$ cat config.mk
export PLATFORM = sky130hd
export DESIGN_NAME = spi_sclk_divider
export DESIGN_NICKNAME = d
export VERILOG_FILES = /design/src/rtl/spi_div_pkg.sv /design/src/rtl/sdiv_cfg_latch.sv /design/src/rtl/sdiv_counter.sv /design/src/rtl/sdiv_edge_gen.sv /design/src/rtl/spi_sclk_divider.sv
export SDC_FILE = /design/constraint.sdc
export NUM_CORES = 1
export LEC_CHECK = 0
export BUFFER_PORTS_ARGS = -buffer_cell sky130_fd_sc_hd__buf_2
export CAP_MARGIN = 10
export CORE_ASPECT_RATIO = 2
export CORE_MARGIN = 4
export CORE_UTILIZATION = 49
export DETAILED_ROUTE_END_ITERATION = 10
export GPL_TIMING_DRIVEN = 0
export PLACE_DENSITY = 0.67
export SKIP_LAST_GASP = 1
export SYNTH_ARGS = -nofsm -noshare
export SYNTH_HDL_FRONTEND = slang
export SYNTH_SLANG_ARGS = --single-unit
export TNS_END_PERCENT = 10
$ cat constraint.sdc
create_clock -name clk -period 4.4 [get_ports clk]
set_clock_uncertainty 0.15 [all_clocks]
set_input_delay 0.22 -clock clk [delete_from_list [all_inputs] [get_ports clk]]
set_output_delay 0.22 -clock clk [all_outputs]
set_load 0.005 [all_outputs]
$ cat src/rtl/spi_div_pkg.sv
package spi_div_pkg;
  localparam int N_W      = 8;
  localparam int M_W      = 4;
  localparam int MODE_BIT = N_W + M_W;
  localparam int CTL_W    = N_W + M_W + 1;
  localparam int EXP_HP_W = (1 << M_W) - 1;
  localparam int HP_W     = (EXP_HP_W > N_W + 1) ? EXP_HP_W : N_W + 1;

  typedef logic [CTL_W-1:0] ctl_t;
  typedef logic [HP_W-1:0]  half_t;

  // cycles per serial-clock level for a given control word
  function automatic half_t half_len(input ctl_t ctl);
    logic [M_W-1:0] m;
    m = ctl[N_W+M_W-1:N_W];
    if (ctl[MODE_BIT])
      return {{(HP_W-N_W){1'b0}}, ctl[N_W-1:0]} + half_t'(1);
    else if (m == '0)
      return half_t'(1);
    else
      return half_t'(1) << (m - 1'b1);
  endfunction
endpackage

$ cat src/rtl/sdiv_cfg_latch.sv
module sdiv_cfg_latch
  import spi_div_pkg::*;
(
  input  logic  clk,
  input  logic  rst_n,
  input  logic  run_en,
  input  ctl_t  clk_ctl,
  output ctl_t  cfg_q,
  output half_t half
);
  always_ff @(posedge clk or negedge rst_n) begin
    if (!rst_n)       cfg_q <= '0;
    else if (!run_en) cfg_q <= clk_ctl;
  end

  assign half = half_len(cfg_q);
endmodule

$ cat src/rtl/sdiv_counter.sv
module sdiv_counter
  import spi_div_pkg::*;
(
  input  logic  clk,
  input  logic  rst_n,
  input  logic  run_en,
  input  half_t half,
  output half_t cnt,
  output logic  tick
);
  assign tick = run_en && (cnt == half - half_t'(1));

  always_ff @(posedge clk or negedge rst_n) begin
    if (!rst_n)       cnt <= '0;
    else if (!run_en) cnt <= '0;
    else if (tick)    cnt <= '0;
    else              cnt <= cnt + half_t'(1);
  end
endmodule

$ cat src/rtl/sdiv_edge_gen.sv
module sdiv_edge_gen (
  input  logic clk,
  input  logic rst_n,
  input  logic run_en,
  input  logic tick,
  output logic active,
  output logic lead,
  output logic trail
);
  always_ff @(posedge clk or negedge rst_n) begin
    if (!rst_n) begin
      active <= 1'b0;
      lead   <= 1'b0;
      trail  <= 1'b0;
    end else if (!run_en) begin
      active <= 1'b0;
      lead   <= 1'b0;
      trail  <= active;
    end else if (tick) begin
      active <= ~active;
      lead   <= ~active;
      trail  <= active;
    end else begin
      lead   <= 1'b0;
      trail  <= 1'b0;
    end
  end
endmodule

$ cat src/rtl/spi_sclk_divider.sv
module spi_sclk_divider
  import spi_div_pkg::*;
(
  input  logic             clk,
  input  logic             rst_n,
  input  logic [CTL_W-1:0] clk_ctl,
  input  logic             run_en,
  input  logic             cpol,
  output logic             sclk,
  output logic             lead_pulse,
  output logic             trail_pulse
);
  ctl_t  cfg_q;
  half_t half;
  half_t cnt;
  logic  tick;
  logic  active;

  sdiv_cfg_latch u_cfg (
    .clk(clk), .rst_n(rst_n), .run_en(run_en), .clk_ctl(clk_ctl),
    .cfg_q(cfg_q), .half(half)
  );

  sdiv_counter u_cnt (
    .clk(clk), .rst_n(rst_n), .run_en(run_en), .half(half),
    .cnt(cnt), .tick(tick)
  );

  sdiv_edge_gen u_edge (
    .clk(clk), .rst_n(rst_n), .run_en(run_en), .tick(tick),
    .active(active), .lead(lead_pulse), .trail(trail_pulse)
  );

  assign sclk = cpol ^ active;
endmodule

==> run_results.csv, run 1 <==
group,metric,value,unit
yosys,netlist_instances,280,
yosys,synth-seq-cells,31,
cts,h-tree-depth,2,
finish,drive_gt1_share,26.5,%
cts,cts_made_buffers,5,
power_and_ir_drop,pwr-share-seq,37.1,%
status,outcome,"finished clean",
yosys,synth_top_area_cell,"dfrtp_1",
yosys,synth.area.top_cells,"dfrtp_1, mux2_2, xnor2_1",
critical_path,crit_required,4.42,ns
route,vias,2217,
sta,rsz0062_at_grt,"false",
die,rows,37,
route,dr.first_iter.drc_count,124,
power_and_ir_drop,sw_frac_of_total,34.4,%
sta,finalMaxSlewViolations,0,
route,route.detailed.drc,0,
sta,finalSetupViolCount,0,
sta,fmax,241,MHz
placement,port_buffers,18,
placement,routabilityCongestion,0.930,
die,initial_utilization,50.5,%
critical_path,end_kind,"flop",
placement,placed_area,2780,µm²
finish,antenna_cells,0,
route,wl,6510,µm
yosys,netlist_area,2620,µm²
yosys,synthTopCellsByCount,"dfrtp_1, nor2_1, nand2_1",
sta,period_minus_slack,4.15,ns
yosys,synth_fp_nets,300,
power_and_ir_drop,p_leak,0.00116,µW
global_routing,grt_pass1_wl,11000,µm
die,die-height,111,µm
yosys,seq_area_frac_synth,29.7,%
finish,fin_area,2910,µm²
yosys,synth_top_area_share,29.7,%
critical_path,path_buf_inv,5,
yosys,synthArstFlopShare,100,%
sta,tightest_slew,0.680,ns
global_routing,grt_pass1_vias,2309,
critical_path,crit_fanout,10,
die,core,5180,µm²
power_and_ir_drop,vdd_ir_drop_max,0.264,mV
power_and_ir_drop,power.net_switching,300,µW
finish,area_growth_syn_to_layout,11.3,%
global_routing,grt_use_total,21.3,%
yosys,syn_avg_cell_area,9.34,µm²
critical_path,worst_ep_arrival_time,4.17,ns
route,vias_per_cell,6.02,
yosys,yosysUniqueCellTypes,75,
critical_path,crit_slowest_cell,"or4_4",
cts,tritoncts,"built",
sta,slew_headroom,54.6,%
critical_path,startpoint_type,"flop",
global_routing,antenna_found_initial,0,
finish,fill_cells,495,
power_and_ir_drop,power.density,299,nW/µm²
cts,path_clk_slew,0.07,ns
critical_path,worst-r2r-setup-slack,0.25,ns
yosys,ys_warn_count,0,
power_and_ir_drop,p_clk_share,28.7,%
route,antenna_left,0,
critical_path,path_delay_family,"compound AO/OA/AOI/OAI gates",
yosys,synth_flop_cell,"dfrtp_1",
sta,fin_setup_tns,0,ns
worst_hold_path,min_path_type,"primary input to flop",
critical_path,cpPeakStageDelay,0.48,ns
sta,finalHoldViolations,0,
cts,cts_sinks,31,
global_routing,grt_start_max_net_pins,32,
route,post_drt_wl_per_cell,17.7,µm
finish,nNetsFinal,329,
die,die_x,59.7,µm
yosys,synth_edf_count,0,
route,firstDrtPassIters,4,
cts,insertion_delay,0.29,ns
cts,cts_root_buffer,"clkbuf_8",
placement,dp_hpwl,5120,µm
sta,fin_crit_sh,94.3,%
cts,clk_path_buf_depth,2,
critical_path,critPathKind,"flop to flop",
cts,cts_resized,0,
power_and_ir_drop,pwr-share-comb,34.2,%
die,ioPinCount,20,
power_and_ir_drop,internal_power,572,µW
job,cap_violations,0,
global_routing,grt-ovfl-total,0,
die,dieArea,6640,µm²
critical_path,worstPathCellList,"buf_6, buf_2, buf_2, nor4_1, a21oi_1, ha_1, and4_4, xnor3_1, a2111oi_4, o2111ai_1, or4_4, o31ai_4, buf_4, buf_4, nor2_1",
[registers in the layout, summed over array words and instances (netlist names)]
| register | flops |
|---|---|
| u_cnt.cnt | 15 |
| u_cfg.cfg_q | 13 |
| u_edge.active | 1 |
| u_edge.lead | 1 |
| u_edge.trail | 1 |
[logic make-up (layout without fill, tap and decap cells)]
logic type | count (synthesis) | in the layout | share of synthesized area [%]
multiplexers | 21 | 21 | 10.0
AO/OA/AOI/OAI | 46 | 46 | 14.9
adder cells (fa/ha/maj) | 3 | 3 | 1.43
flip-flops | 31 | 31 | 29.7
buffers and inverters | 26 | 56 | 6.50
XOR/XNOR | 23 | 23 | 8.23
AND/OR/NAND/NOR | 130 | 130 | 29.3
[metal layers]
layer  routed length (µm)  track usage (%)  up-vias
li1                     -                -     1084
met1                 2390             23.2     1054
met2                 3660             38.4       59
met3                  193             2.44       20
met4                  267             10.4        0
met5                    0                0        -
[layout make-up]
cell class	count	area [µm²]	area share [%]
buffer	17	136	4.68
clock buffer	8	100	3.44
inverter	9	33.8	1.16
multi-input combinational	223	1670	57.4
sequential	31	776	26.6
tap	58	72.6	2.49
timing repair buffer	22	123	4.21
[stage by stage]
| stage | hold WS (ns) | power (µW) | std cells | util (%) | worst slack (ns) |
|---|---|---|---|---|---|
| 5_1_grt | 0.0206 | 917 | 368 | 56.2 | 0.0757 |
| 4_1_cts | 0.0103 | 873 | 365 | 55.7 | 0.172 |
| 2_1_floorplan | -0.226 | 548 | 280 | - | 0.841 |
| 6_report | 0.00704 | 872 | 368 | 56.2 | 0.251 |
| 3_5_place_dp | 0.173 | 620 | 356 | 53.6 | 0.199 |
| 3_3_place_gp | 0.165 | 617 | 356 | 53.6 | 0.221 |
[what timing repair did]
item	4_1_cts	5_1_grt
hold buffers	1	0
endpoints found under the hold margin	31	0
setup buffers	0	3
endpoints found under the setup margin	0	8
[power by group through the flow]
stage	Combinational [µW]	Sequential, µW	Clock [µW]
floorplan	228	320	0
global placement	289	328	0
detailed placement	292	328	0
CTS	294	323	256
global route	326	326	264
finish	298	323	251
[worst paths after layout]
| check | start | endpoint | depth (start not counted) |
|---|---|---|---|
| setup / recovery | u_cfg.cfg_q[12]$_DFFE_PN0N_ | u_cnt.cnt[0]$_DFF_PN0_ | 15 |
| hold / removal | clk_ctl[2] | u_cfg.cfg_q[2]$_DFFE_PN0N_ | 2 |
| setup reg to reg | u_cfg.cfg_q[12]$_DFFE_PN0N_ | u_cnt.cnt[0]$_DFF_PN0_ | 15 |
| hold reg to reg | u_cfg.cfg_q[1]$_DFFE_PN0N_ | u_cfg.cfg_q[1]$_DFFE_PN0N_ | 1 |
| max in group asynchronous | rst_n | u_cnt.cnt[5]$_DFF_PN0_ | 2 |
| min in group asynchronous | rst_n | u_cfg.cfg_q[1]$_DFFE_PN0N_ | 2 |
[placed cells by master, fill, tap and decap left out, types with 6 or more instances in the layout]
cell       n
dfrtp_1   31
nand2_1   19
buf_2     23
a31oi_1    6
nand4_1   14
nor3_1     8
inv_1      9
mux2_2    15
xnor2_1   17
nor2_1    31
nand3_1   12
a21oi_1    8
clkbuf_8  10
(Power assumes the default switching activity.)
==> inputs of run 2 (changes only) <==
- ABC_AREA: unset -> 1
==> run 2 against run 1 <==
Net effect:
- first-iteration DRC count shrank 44%
- synthesized cell count grew 39%
- maximum frequency grew 36%
- critical path depth grew 4
- combinational power shrank 11%
- sequential share of layout area shrank 0.44 points
- worst hold slack gained 0.016 ns
- final cell count grew 29%
- clock-buffer cell count is the same
- routed wire length shrank 9.3%
- worst setup slack gained 1.1 ns
- synthesized area grew 2.5%
- critical endpoint is now u_cnt.cnt[13]$_DFF_PN0_
- largest cell class unchanged
==> run_results.csv, run 2 <==
group,metric,value,unit
yosys,synth_top_area_share,28.9,%
global_routing,grt_pass1_wl,10400,µm
die,core,5230,µm²
finish,multiInputGateArea,1620,µm²
placement,dp_hpwl,4970,µm
finish,register_area,776,µm²
critical_path,critPathLaunch,"u_cfg.cfg_q[12]$_DFFE_PN0N_",
power_and_ir_drop,vdd_ir_drop_max,0.242,mV
critical_path,rr_worst_depth,19,
yosys,ys_warn_count,0,
critical_path,crit_slowest_cell,"dfrtp_1",
critical_path,end_kind,"flop",
finish,fin_area,2960,µm²
sta,finalMaxSlewViolations,0,
cts,tritoncts,"built",
yosys,synth_top_area_cell,"dfrtp_1",
critical_path,startpoint_type,"flop",
power_and_ir_drop,p_leak,0.00145,µW
power_and_ir_drop,sw_frac_of_total,35.5,%
finish,drive_gt1_share,21.8,%
critical_path,rr_endpoint,"u_cnt.cnt[13]$_DFF_PN0_",
finish,nNetsFinal,436,
power_and_ir_drop,pwr-share-comb,32.0,%
status,outcome,"finished clean",
worst_hold_path,min-delay-start,"clk_ctl[1]",
finish,mostFrequentLayoutCells,"nand2_1, nor2_1, inv_1",
route,post_drt_wl_per_cell,12.4,µm
power_and_ir_drop,power.net_switching,293,µW
route,firstDrtPassIters,4,
yosys,syn_avg_cell_area,6.90,µm²
global_routing,grt_use_total,19.7,%
route,vias,2388,
sta,tightest_slew,0.704,ns
yosys,netlist_instances,389,
die,die_x,60.3,µm
cts,h-tree-depth,2,
yosys,seq_area_frac_synth,28.9,%
yosys,synth_flop_cell,"dfrtp_1",
yosys,synthArstFlopShare,100,%
power_and_ir_drop,power.density,279,nW/µm²
critical_path,worst-r2r-setup-slack,1.34,ns
cts,clk_path_buf_depth,2,
global_routing,antenna_found_initial,0,
sta,rsz0062_at_grt,"false",
sta,finalSetupViolCount,0,
global_routing,grt-ovfl-total,0,
yosys,synth_edf_count,0,
cts,path_clk_slew,0.06,ns
critical_path,crit_required,4.41,ns
finish,area_growth_syn_to_layout,10.4,%
sta,slew_headroom,53.1,%
sta,finalWorstSetupSlack,1.34,ns
finish,top_regs,"u_cnt.cnt (15), u_cfg.cfg_q (13)",
power_and_ir_drop,p_clk_share,30.0,%
die,die-height,113,µm
critical_path,worstPathCellList,"buf_2, nor2_2, nand3_1, nand2_1, inv_1, ha_1, xnor2_1, o21bai_1, nor2_1, nand3_1, inv_1, nand2_1, nor2_1, nand3_1, nor2_2, nand3_4, nand2_4, buf_12, nor2_4",
route,vias_per_cell,5.03,
finish,largest_register_ffs,15,
die,ioPinCount,20,
finish,fill_cells,531,
yosys,yosysUniqueCellTypes,30,
route,route.detailed.drc,0,
cts,cts_root_buffer,"clkbuf_8",
yosys,synthTopCellsByCount,"nand2_1, nor2_1, inv_1",
finish,antenna_cells,0,
sta,fmax,327,MHz
critical_path,crit_top_cell,"nand3_1",
yosys,yosysMostFrequentCell,"nand2_1",
yosys,synth-seq-cells,31,
worst_hold_path,whs_endpoint,"u_cfg.cfg_q[1]$_DFFE_PN0N_",
critical_path,critPathKind,"flop to flop",
cts,cts_resized,0,
finish,final_common_cell,"nand2_1",
placement,routabilityCongestion,0.835,
placement,port_buffers,19,
finish,regMostFlops,"u_cnt.cnt",
yosys,netlist_area,2680,µm²
cts,cts_made_buffers,5,
cts,insertion_delay,0.28,ns
yosys,synth_fp_nets,409,
critical_path,reg2reg_from,"u_cfg.cfg_q[12]$_DFFE_PN0N_",
power_and_ir_drop,power,825,µW
worst_hold_path,whs_path_depth,2,
power_and_ir_drop,pwr-share-seq,38.1,%
route,dr.first_iter.drc_count,70,
power_and_ir_drop,internal_power,533,µW
die,dieArea,6790,µm²
yosys,synth.area.top_cells,"dfrtp_1, nand2_1, nand3_1",
worst_hold_path,min_path_type,"primary input to flop",
die,initial_utilization,51.3,%
placement,pre_cts_ws,1.35,ns
placement,placed_area,2850,µm²
job,cap_violations,0,
die,rows,37,
cts,cts_sinks,31,
global_routing,grt_pass1_vias,2394,
critical_path,worst_ep_arrival_time,3.08,ns
sta,finalHoldViolations,0,
sta,period_minus_slack,3.06,ns
route,wl,5900,µm
sta,fin_setup_tns,0,ns
critical_path,crit_fanout,10,
critical_path,cpPeakStageDelay,0.35,ns
global_routing,grt_start_max_net_pins,32,
route,antenna_left,0,
sta,fin_crit_sh,69.6,%
## run 2: cell types whose count changed after synthesis, sizes merged, moves of 14 or more
| cell | delta |
|---|---|
| inv | +48 |
| xnor2 | -14 |
| mux2 | -14 |
| nor2 | +44 |
| nand2 | +87 |
| nand3 | +36 |
## run 2: power by group through the flow
| stage | Combinational [µW] | Sequential (µW) | Clock, µW |
|---|---|---|---|
| CTS | 265 | 314 | 255 |
| finish | 264 | 314 | 247 |
| detailed placement | 264 | 319 | 0 |
| global route | 299 | 317 | 265 |
| global placement | 260 | 319 | 0 |
| floorplan | 208 | 316 | 0 |
## run 2: how the worst max path moves through the flow
stage | endpoint | depth (start not counted) | slack (ns)
floorplan | u_cnt.cnt[13]$_DFF_PN0_ | 19 | 1.74
global placement | u_cnt.cnt[5]$_DFF_PN0_ | 19 | 1.37
detailed placement | u_cnt.cnt[13]$_DFF_PN0_ | 19 | 1.35
CTS | u_cnt.cnt[13]$_DFF_PN0_ | 19 | 1.34
global route | u_cnt.cnt[13]$_DFF_PN0_ | 19 | 1.14
finish | u_cnt.cnt[13]$_DFF_PN0_ | 19 | 1.34
## run 2: stage by stage
step / util (%) / hold slack (ns) / std cells
6_report: 56.6 / 0.0235 / 475
5_1_grt: 56.6 / 0.0318 / 475
4_1_cts: 56.6 / 0.0243 / 475
3_5_place_dp: 54.5 / 0.159 / 466
3_3_place_gp: 54.5 / 0.155 / 466
2_1_floorplan: - / -0.226 / 389
## run 2: per-layer routing
metal / vias to the layer above / routed length (µm) / GRT usage (%)
met5: - / 0 / 0
met2: 32 / 3370 / 36.7
met4: 0 / 156 / 6.95
li1: 1268 / - / -
met3: 14 / 115 / 2.07
met1: 1074 / 2260 / 21.8
## run 2: logic make-up after synthesis
group                      after synthesis  share of synthesized area [%]
buffers and inverters                   66                           10.6
xor gates and xnor gates                15                           4.90
muxes                                    2                          0.839
DFF                                     31                           28.9
and+or+nand+nor                        250                           48.8
adders and majority gates                3                           1.40
AOI/OAI and AO/OA                       22                           4.52
## run 2: area by class of cell
type / instances / area share [%]
clock buffers: 8 / 3.38
repair buffers: 20 / 3.55
inverters: 58 / 7.35
multi-input cells: 292 / 54.8
plain buffers: 8 / 2.24
flip-flops and latches: 31 / 26.2
well taps: 58 / 2.45
## run 2: timing repair
action	CTS	global route
hold endpoints to repair	31	0
hold buffers	1	0
setup buffers	0	0
## run 2: worst max-delay path, delay by kind of cell (launching register included)
kind	cells	cell delay (ns)
buffers and inverters	4	0.48
DFF	1	0.35
adders and majority gates	1	0.30
and+or+nand+nor	12	1.39
AOI/OAI and AO/OA	1	0.15
xor gates and xnor gates	1	0.12
==> inputs of run 3 (changes only) <==
- ABC_AREA: 1 -> 0
- PLACE_DENSITY: 0.67 -> 0.7
- clock period: 4.4 -> 2.6 ns (I/O delays scaled with it)
==> run 3 against run 2 <==
Net effect:
- the flow now finishes with violations (negative setup slack)
- worst hold slack worse by 0.022 ns
- sequential cell count stayed put
- via count is 2.5% lower
- combinational power is 130% higher
- sequential power is 75% higher
- final cell count is 18% lower
- critical path type unchanged
- largest cell class unchanged
==> run_results.csv, run 3 (same netlist as run 1, synthesis figures left out) <==
group,metric,value,unit
cts,cts_sinks,31,
critical_path,critPathLaunch,"u_cfg.cfg_q[12]$_DFFE_PN0N_",
finish,final_common_cell,"nor2_1",
critical_path,crit_fanout,10,
die,rows,37,
die,initial_utilization,50.5,%
die,die_x,59.7,µm
global_routing,grt_use_total,22.4,%
global_routing,grt-ovfl-total,0,
power_and_ir_drop,p_leak,0.00128,µW
finish,regMostFlops,"u_cnt.cnt",
die,core,5180,µm²
cts,cts_made_buffers,5,
critical_path,crit_top_cell,"buf_6",
worst_hold_path,min-delay-start,"run_en",
finish,top_regs,"u_cnt.cnt (15), u_cfg.cfg_q (13)",
sta,slew_headroom,52.3,%
power_and_ir_drop,power.density,468,nW/µm²
placement,dp_hpwl,5180,µm
critical_path,reg2reg_from,"u_cfg.cfg_q[12]$_DFFE_PN0N_",
finish,drive_gt1_share,31.4,%
cts,path_clk_slew,0.06,ns
critical_path,startpoint_type,"flop",
route,vias,2329,
global_routing,antenna_found_initial,0,
route,firstDrtPassIters,4,
route,post_drt_wl_per_cell,17.7,µm
global_routing,grt_pass1_vias,2370,
placement,port_buffers,18,
finish,largest_register_ffs,15,
critical_path,crit_required,2.67,ns
sta,tightest_slew,0.716,ns
sta,rsz0062_at_grt,"true",
route,antenna_left,0,
sta,finalMaxSlewViolations,0,
critical_path,worst_ep_arrival_time,3.59,ns
power_and_ir_drop,vdd_ir_drop_max,0.451,mV
route,route.detailed.drc,0,
sta,fin_crit_sh,136,%
critical_path,cpPeakStageDelay,0.48,ns
placement,routabilityCongestion,0.970,
critical_path,worstPathCellList,"buf_6, buf_8, buf_6, nor4_2, a21oi_2, ha_4, xnor2_1, a31oi_1, o2111ai_2, a2111oi_4, o2111ai_1, or4_4, or4_1, a21boi_1",
sta,finalHoldViolations,0,
worst_hold_path,whs_endpoint,"u_cfg.cfg_q[8]$_DFFE_PN0N_",
job,cap_violations,0,
worst_hold_path,min_path_type,"primary input to flop",
route,wl,6880,µm
power_and_ir_drop,power,1530,µW
cts,tritoncts,"built",
sta,finalSetupViolCount,18,
die,dieArea,6640,µm²
status,failed_checks,"negative setup slack",
finish,mostFrequentLayoutCells,"nor2_1, dfrtp_1, buf_2",
cts,insertion_delay,0.29,ns
cts,cts_root_buffer,"clkbuf_8",
sta,finalWorstSetupSlack,-0.927,ns
finish,antenna_cells,0,
cts,h-tree-depth,2,
critical_path,end_kind,"flop",
critical_path,rr_endpoint,"u_edge.active$_DFFE_PN0P_",
critical_path,rr_worst_depth,14,
finish,area_growth_syn_to_layout,25.0,%
global_routing,grt_pass1_wl,11400,µm
status,outcome,"finished with violations",
cts,clk_path_buf_depth,2,
sta,fmax,284,MHz
die,die-height,111,µm
finish,fin_area,3270,µm²
global_routing,grt_start_max_net_pins,32,
die,ioPinCount,20,
route,dr.first_iter.drc_count,90,
placement,placed_area,2800,µm²
sta,period_minus_slack,3.53,ns
worst_hold_path,whs_path_depth,2,
critical_path,critPathKind,"flop to flop",
critical_path,worst-r2r-setup-slack,-0.93,ns
critical_path,crit_slowest_cell,"or4_4",
route,vias_per_cell,5.99,
finish,nNetsFinal,350,
-- run 3: critical path, delay by kind of cell, from the launching register on --
family / cells / cell delay (ns)
DFF: 1 / 0.37
and+or+nand+nor: 3 / 1.16
xor gates and xnor gates: 1 / 0.12
buffers and inverters: 3 / 0.43
AOI/OAI and AO/OA: 6 / 0.97
adders and majority gates: 1 / 0.25
-- run 3: report_power, final --
group          leakage [µW]  switching (µW)  internal, µW
Sequential         0.000400            40.2           509
Clock             0.0000422             178           187
Combinational      0.000841             325           292
Total               0.00128             542           989
-- run 3: routing by layer --
layer | global-route usage, % | wire (µm)
met2 | 40.4 | 3950
met3 | 3.36 | 131
met4 | 13.0 | 352
met1 | 22.9 | 2450
met5 | 0 | 0
-- run 3: how the worst max path moves through the flow --
stage / endpoint / slack [ns]
finish: u_edge.active$_DFFE_PN0P_ / -0.93
global route: u_cnt.cnt[4]$_DFF_PN0_ / -1.06
CTS: u_edge.active$_DFFE_PN0P_ / -0.92
detailed placement: u_cnt.cnt[0]$_DFF_PN0_ / -1.28
global placement: u_cnt.cnt[10]$_DFF_PN0_ / -1.26
floorplan: u_cnt.cnt[0]$_DFF_PN0_ / -0.76
-- run 3: final cells by class --
| cell class | count | area, µm² |
|---|---|---|
| buffer | 17 | 159 |
| clock buffer | 7 | 76.3 |
| clock inverter | 1 | 5.00 |
| fill | 453 | 1920 |
| inverter | 9 | 33.8 |
| multi-input combinational | 223 | 1820 |
| sequential | 31 | 777 |
| tap | 58 | 72.6 |
| timing repair buffer | 43 | 325 |
-- run 3: through the flow --
step	std cells	utilization, %	setup slack (ns)	hold WS (ns)	TNS (ns)
after floorplan	280	-	-0.757	-0.316	-12.19
after global placement	356	54.0	-1.26	0.0703	-20.58
after detailed placement	356	54.0	-1.28	0.0854	-21.21
after CTS	388	61.5	-0.924	0.00424	-15.68
after global routing	389	63.1	-1.06	0.0165	-17.99
final	389	63.1	-0.927	0.00167	-15.74
-- run 3: timing repair --
action                                 CTS  global route
hold buffers                            16             0
setup buffers                            7             1
setup endpoints to repair               18            18
gates cloned                             1             0
gates resized for setup                 17            10
endpoints found under the hold margin   44             0
pin swaps                                3             2
